`config.mk`:
```
export PLATFORM = sky130hd
export DESIGN_NAME = irq_prio_arb
export DESIGN_NICKNAME = d
export VERILOG_FILES = /design/src/rtl/irq_prio_arb_pkg.sv /design/src/rtl/irq_prio_arb_ctrl.sv /design/src/rtl/irq_prio_arb_dp.sv /design/src/rtl/irq_prio_arb.sv
export SDC_FILE = /design/constraint.sdc
export NUM_CORES = 1
export LEC_CHECK = 0
export BUFFER_PORTS_ARGS = -buffer_cell sky130_fd_sc_hd__buf_2
export CORE_ASPECT_RATIO = 0.75
export CORE_MARGIN = 3
export CORE_UTILIZATION = 47
export DETAILED_ROUTE_END_ITERATION = 8
export HOLD_SLACK_MARGIN = 0.1
export PLACE_DENSITY = 0.66
export SYNTH_ARGS = -nofsm -noshare
export SYNTH_HDL_FRONTEND = slang
export SYNTH_SLANG_ARGS = --single-unit
```
`constraint.sdc`:
```
create_clock -name clk -period 2.9 [get_ports clk]
set_input_delay 0.435 -clock clk [delete_from_list [all_inputs] [get_ports clk]]
set_output_delay 0.435 -clock clk [all_outputs]
set_load 0.005 [all_outputs]
```
`src/rtl/irq_prio_arb_pkg.sv`:
```
package irq_prio_arb_pkg;
  // strobes from control to datapath
  typedef struct packed {
    logic push;   // grant: save level, enter new handler
    logic pop;    // handler returned: restore saved level
  } arbStrobe_t;
endpackage

```
`src/rtl/irq_prio_arb_ctrl.sv`:
```
module irq_prio_arb_ctrl
  import irq_prio_arb_pkg::*;
#(
  parameter int NUM_DEV = 3,
  parameter int LVL_W   = 3,
  localparam int IDX_W  = $clog2(NUM_DEV)
) (
  input  logic               clk,
  input  logic               rst,
  input  logic               strongMode,
  input  logic [NUM_DEV-1:0] req,
  input  logic               done,
  input  logic [LVL_W-1:0]   curLevel,
  input  logic               active,
  output arbStrobe_t         strobe,
  output logic [IDX_W-1:0]   grantIdx
);
  logic [NUM_DEV-1:0] pending;
  logic [NUM_DEV-1:0] grantMask;
  logic [IDX_W-1:0]   best;
  logic               found;
  logic [LVL_W-1:0]   bestLevel;
  logic               popNow;
  logic               canGrant;

  // highest index among pending wins
  always_comb begin
    best  = '0;
    found = 1'b0;
    for (int d = 0; d < NUM_DEV; d++) begin
      if (pending[d]) begin
        best  = IDX_W'(d);
        found = 1'b1;
      end
    end
  end

  assign bestLevel = LVL_W'(best) + LVL_W'(1);
  assign popNow    = done && active;
  assign canGrant  = found && !popNow && (bestLevel > curLevel) &&
                     (strongMode || !active);
  assign grantMask = canGrant ? (NUM_DEV'(1) << best) : '0;

  always_comb begin
    strobe.push = canGrant;
    strobe.pop  = popNow;
  end
  assign grantIdx = best;

  always_ff @(posedge clk) begin
    if (rst) pending <= '0;
    else     pending <= (pending | req) & ~grantMask;
  end
endmodule

```
`src/rtl/irq_prio_arb_dp.sv`:
```
module irq_prio_arb_dp
  import irq_prio_arb_pkg::*;
#(
  parameter int NUM_DEV = 3,
  parameter int LVL_W   = 3,
  localparam int IDX_W  = $clog2(NUM_DEV),
  localparam int SP_W   = $clog2(NUM_DEV + 1),
  localparam int STK_D  = 1 << SP_W
) (
  input  logic             clk,
  input  logic             rst,
  input  arbStrobe_t       strobe,
  input  logic [IDX_W-1:0] grantIdx,
  output logic [LVL_W-1:0] curLevel,
  output logic             active,
  output logic             ack,
  output logic [IDX_W-1:0] vector
);
  logic [LVL_W-1:0] stack [STK_D];
  logic [SP_W-1:0]  sp;

  assign active = (sp != '0);

  always_ff @(posedge clk) begin
    if (rst) begin
      sp       <= '0;
      curLevel <= '0;
      ack      <= 1'b0;
      vector   <= '0;
      for (int i = 0; i < STK_D; i++) stack[i] <= '0;
    end else begin
      ack <= 1'b0;
      if (strobe.pop) begin
        curLevel <= stack[sp - SP_W'(1)];
        sp       <= sp - SP_W'(1);
      end else if (strobe.push) begin
        stack[sp] <= curLevel;
        sp        <= sp + SP_W'(1);
        curLevel  <= LVL_W'(grantIdx) + LVL_W'(1);
        ack       <= 1'b1;
        vector    <= grantIdx;
      end
    end
  end
endmodule

```
`src/rtl/irq_prio_arb.sv`:
```
module irq_prio_arb
  import irq_prio_arb_pkg::*;
#(
  parameter int NUM_DEV = 3,
  parameter int LVL_W   = 3,
  localparam int IDX_W  = $clog2(NUM_DEV)
) (
  input  logic               clk,
  input  logic               rst,
  input  logic               strongMode,
  input  logic [NUM_DEV-1:0] req,
  input  logic               done,
  output logic               ack,
  output logic [IDX_W-1:0]   vector,
  output logic [LVL_W:0]     pcHigh
);
  arbStrobe_t       strobe;
  logic [IDX_W-1:0] grantIdx;
  logic [LVL_W-1:0] curLevel;
  logic             active;

  irq_prio_arb_ctrl #(.NUM_DEV(NUM_DEV), .LVL_W(LVL_W)) u_ctrl (
    .clk(clk), .rst(rst), .strongMode(strongMode), .req(req), .done(done),
    .curLevel(curLevel), .active(active), .strobe(strobe), .grantIdx(grantIdx)
  );

  irq_prio_arb_dp #(.NUM_DEV(NUM_DEV), .LVL_W(LVL_W)) u_dp (
    .clk(clk), .rst(rst), .strobe(strobe), .grantIdx(grantIdx),
    .curLevel(curLevel), .active(active), .ack(ack), .vector(vector)
  );

  assign pcHigh = {active, curLevel};
endmodule

```
# Word-level counts from Yosys, hierarchy flattened
# Memories as Yosys holds them, arrays and structs flattened.
# Cells that the tools add are included.
# W data, S select, Z words.
# word_totals
register_bits	11
latchBits	0
ram_bits	12
rom_bits	0
input_bits	7
wordCells	45
memories	1
# op_classes
add_sub_neg	3
multipliers	0
div	0
n_lt_le_gt_ge	1
n_eq_ne	0
n_shift	1
mux	19
n_bitwise	4
n_reduce_logical	11
# memory_table
memory	words	word_bits	rd	rd_clocked_by_memory_dff	wr	line_no	rtl
u_dp.stack	4	3	1	0	4	irq_prio_arb_dp.sv:19	logic [LVL_W-1:0] stack [STK_D];
# op_table
operator	n
$mux W3	4
$mux W1	11
$mux W2	4
$logic_and A1 B1 Y1	4
$reduce_bool A2 Y1	2
$add A2 B1 Y3 const B	1
$and A3 B3 Y3	1
$gt A3 B3 Y1	1
$not A3 Y3	1
$or A3 B3 Y3	1
$reduce_or A3 Y1	1
$shl A1 B2 Y3 const A	1
$add A2 B1 Y2 const B	1
$logic_not A1 Y1	2
$reduce_and A2 Y1	1
$sub A2 B1 Y2 const B	1
$logic_or A1 B1 Y1	1
$not A1 Y1	1

# Logic depth before layout (Yosys ltp)
# logic_depth
ltp_word	12
mapped_depth	9
mapped_depth_nobuf	8

# By module
# From an unflattened synthesis, not the netlist that was laid out.
# unflattened
cells_unflattened	112
area_unflattened_um2	1206.2
# modules_own_cells
module	n_inst	cells_each	area_per_inst_um2
irq_prio_arb_dp	1	82	960.9
irq_prio_arb_ctrl	1	29	237.7
irq_prio_arb	1	1	7.5

# Worst setup path before layout
# Ideal clock, no wire load.
# synth_timing
path_type	register -> register
from	register u_ctrl.pending[1]
to	memory u_dp.stack[1][0] (enable)
t_arrival_ns	1.826
required_ns	2.574
slack_ns	0.747
stages_incl_launch_ff	9
path_cell_list	dfxtp_1 > nor2b_1 > ha_1 > and3_1 > a211oi_2 > o21a_1 > buf_6 > nand2_1 > o21bai_1
# synth_lines
element	line_no	rtl
start, declared	irq_prio_arb_ctrl.sv:18	logic [NUM_DEV-1:0] pending;
start signal, assigned	irq_prio_arb_ctrl.sv:52	else pending <= (pending | req) & ~grantMask;
end, declared	irq_prio_arb_dp.sv:19	

==> out/qor.txt <==
YOSYS
-------------------------------------------------------------------------------------
Synthesized area per cell                                                 10.69 sq um
Sequential element share of the synthesized area                               49.84%
Mapped Nets                                                                       120
Share of the synthesized netlist area taken by xor and xnor gates                  0%
Post-synthesis mux area share                                                  5.800%
Mapped Cells                                                                      109
Mapped Area                                                                1165 sq um
Yosys warning total                                                                 0
Simple logic cell fraction of the synthesized area                             22.56%
Main combinational cell family by area after synthesis                   simple AND/OR/NAND/NOR gates
Yosys reg bits                                                                     23
Synthesized-area fraction occupied by adder cells                              4.296%
Share of the synthesized area in compound gates (AO/OA/AOI/OAI)                11.17%
Number of distinct library cells after synthesis                                   34

FLOORPLANNING
-------------------------------------------------------------------------------------
Number of placement rows                                                           14
Starting density of the core                                                   53.63%
Top-Level Pins                                                                     14
Die span in y                                                            49.12 microns
Die outline area                                                           3118 sq um
Horiz. Die Dim                                                           63.49 microns
Core Footprint                                                             2172 sq um

DETAILED ROUTING
-------------------------------------------------------------------------------------
Count of routing violations after the opening detailed-route iteration             67
Detail Route Antenna Nets                                                           0
Post-DR wirelength/cell                                                  16.01 microns
Iteration count of the initial detailed-routing pass                                4
Final Routed Wirelength                                                  2450 microns
Drt drc                                                                             0
Number of vias per cell                                                         5.758
Total number of vias                                                              881

CLOCK NETWORK
-------------------------------------------------------------------------------------
PostCTS Resize Cnt                                                                  0
Clk Tree Root Cell                                                       sky130_fd_sc_hd__clkbuf_4
CTS tree                                                                          yes
Reg clk slew, reported paths                                                   140 ps
H-Tree Level Count                                                                  1
Hold-fix buffers, CTS                                                               0
Post-CTS setup repair buffer count                                                  0
TritonCTS buffer count                                                              3
Clock Sink Count                                                                   23
Buffer levels on the longest clock path                                             2
Insertion delay of the later-clocked pin in the worst-skew pair                320 ps

PLACED DESIGN
-------------------------------------------------------------------------------------
Post-Place Setup Slack                                                       595.9 ps
Post-DP HPWL                                                             1778 microns
Cell area after placement                                                  1237 sq um
Buffers on Ports                                                                   13
Weighted congestion at the end of routability-driven global placement          0.8493

JOB
-------------------------------------------------------------------------------------
Number of max-cap violations                                                        0

POWER
-------------------------------------------------------------------------------------
Peak supply drop                                                            0.4174 mV
Power per Cell Area                                                      823.1 nW/um^2
Static leakage                                                           0.0004949 uW

GRT
-------------------------------------------------------------------------------------
Total global-route track usage                                                 16.78%
Via count of the first global-routing pass                                        758
Global-route wire length before repair                                   3946 microns
Initial antenna violation count                                                     0
Largest net degree at the start of global routing                                  26
Global-route congestion overflow total                                              0

TIMING
-------------------------------------------------------------------------------------
Final critical delay including setup and external delays                      2384 ps
Maximum clock frequency                                                     419.5 MHz
Post-route clock period utilization                                            82.20%
RSZ-0062 raised after global routing                                               no
Max_slew headroom                                                              66.06%
Setup tns final                                                                  0 ps
Clock skew                                                                   17.03 ps
Max-slew violation count                                                            0
Setup violations, final                                                             0
Final Hold Fails                                                                    0
Tightest Pin Transition                                                      508.0 ps
Final worst slack                                                            516.1 ps

WORST SETUP PATH
-------------------------------------------------------------------------------------
Crit-path cells                                                          nor2b_1 -> ha_1 -> and3_1 -> a211oi_2 -> o21a_1 -> nand2_1 -> o21bai_1
Maximum net fanout on the critical path                                             5
Slowest stage cell, crit path                                            sky130_fd_sc_hd__dfxtp_1
Slowest cell delay on critical path                                            390 ps
Startpoint type of the worst setup path                                      register
Crit path required time                                                       2910 ps
FF-to-FF setup slack                                                           520 ps
Data arrival at the endpoint of the critical path                             2390 ps
Endpoint kind of the worst setup timing path                                 register
Worst path buffer plus inverter count                                               0
Worst setup path class                                                        reg2reg
Top Family by Delay on Critical Path                                     compound AO/OA/AOI/OAI gates

CELLS AND AREA
-------------------------------------------------------------------------------------
Synthesis-to-layout area growth                                                8.593%
Net count reported at finish                                                      133
Design area                                                                1265 sq um
Fraction of final layout cells with drive strength greater than 1              24.79%
Ant diodes                                                                          0

OUTCOME
-------------------------------------------------------------------------------------
Outcome                                                                  complete, no violations

MIN PATH
-------------------------------------------------------------------------------------
Classification of the worst-slack hold path                                    in2reg

==> cell usage in the layout (no fill, tap or decap), drive strengths merged, types with 2 or more instances in the layout <==
cell type  netlist  layout
buf              5      15
edfxtp          12      12
nor2            12      12
nand2           12      12
dfxtp           11      11
nor3             7       7
inv              6       6
nor4             5       5
a21oi            4       4
ha               4       4
a211oi           4       4
nor2b            3       3
mux4             3       3
clkbuf           2       3
o21a             2       2
and3             2       2
o21bai           2       2
a21o             2       2
nand3            2       2
nand2b           2       2
==> state kept, by name, summed over array words and instances (netlist names) <==
| signal | cells |
|---|---|
| u_dp.curLevel | 3 |
| u_dp.ack | 1 |
| u_dp.vector | 2 |
| u_ctrl.pending | 3 |
| u_dp.stack | 12 |
| u_dp.sp | 2 |
==> cells by family (layout without fill, tap and decap cells) <==
| logic type | Yosys count | in the layout |
|---|---|---|
| other | 1 | 1 |
| adders and majority gates | 4 | 4 |
| DFF | 23 | 23 |
| AOI/OAI and AO/OA | 18 | 18 |
| muxes | 3 | 3 |
| buffers and inverters | 13 | 25 |
| and+or+nand+nor | 47 | 47 |
==> layout make-up <==
class / instances / area [sq um]
Fill cell: 202 / 907.1
Sequential cell: 23 / 580.6
Multi-Input combinational cell: 73 / 514.2
Timing Repair Buffer: 15 / 80.08
Tap cell: 32 / 40.04
Clock buffer: 3 / 22.52
Inverter: 6 / 22.52
Clock inverter: 1 / 5.005
==> final timing paths <==
| path | startpoint | end | cells after the start |
|---|---|---|---|
| max | u_ctrl.pending[1]$_SDFF_PP0_ | u_dp.stack[1][2]$_SDFFCE_PN0P_ | 7 |
| min reg2reg | u_dp.vector[0]$_SDFFE_PP0P_ | u_dp.vector[0]$_SDFFE_PP0P_ | 2 |
| max reg2reg | u_ctrl.pending[1]$_SDFF_PP0_ | u_dp.stack[1][2]$_SDFFCE_PN0P_ | 7 |
| min | req[1] | u_ctrl.pending[1]$_SDFF_PP0_ | 3 |
==> through the flow <==
| stage | util (%) | std cells | power [uW] | hold WS (ps) |
|---|---|---|---|---|
| finish | 58.24 | 153 | 1041 | 369.4 |
| CTS | 58.24 | 153 | 1042 | 372.6 |
| global route | 58.24 | 153 | 1111 | 377.4 |
| global placement | 56.97 | 149 | 890.0 | 450.3 |
| detailed placement | 56.97 | 149 | 891.3 | 460.4 |
| floorplan | - | 109 | 793.5 | 452.7 |
==> tightest hold or removal path, stage by stage <==
cell	delay, ps
sky130_fd_sc_hd__buf_2	100
sky130_fd_sc_hd__nor2_1	80
sky130_fd_sc_hd__a211oi_1	50
==> cells in the mapped netlist, drive strengths merged <==
library cell	n	area, sq um
a211o	1	8.760
a211oi	4	35.03
a21o	2	15.01
a21oi	4	20.02
a221o	1	10.01
a31oi	1	6.260
and2	1	6.260
and3	2	12.51
buf	5	40.04
clkbuf	2	7.510
conb	1	3.750
dfxtp	11	220.2
edfxtp	12	360.4
ha	4	50.05
inv	6	22.52
mux4	3	67.56
nand2	12	47.55
nand2b	2	20.02
nand3	2	10.01
nor2	12	47.55
nor2b	3	18.77
nor3	7	35.03
nor4	5	50.05
nor4b	1	15.01
o21a	2	15.01
o21ai	1	5.000
o21bai	2	15.01
==> metal layers <==
| metal | GRT usage [%] | vias to the layer above | wire (microns) |
|---|---|---|---|
| met3 | 5.069 | 2 | 289 |
| met2 | 23.22 | 52 | 1075 |
| met4 | 3.226 | 0 | 6 |
| met5 | 0 | - | 0 |
| met1 | 25.66 | 416 | 1078 |
| li1 | - | 411 | - |
==> report_power, final <==
group | switching, uW | leakage (uW) | internal, uW
Clock | 100 | 0.0000177 | 51.6
Combinational | 243 | 0.000261 | 176
Sequential | 56.9 | 0.000216 | 414
Total | 400 | 0.000495 | 641
Power figures use the tool's default switching activity.
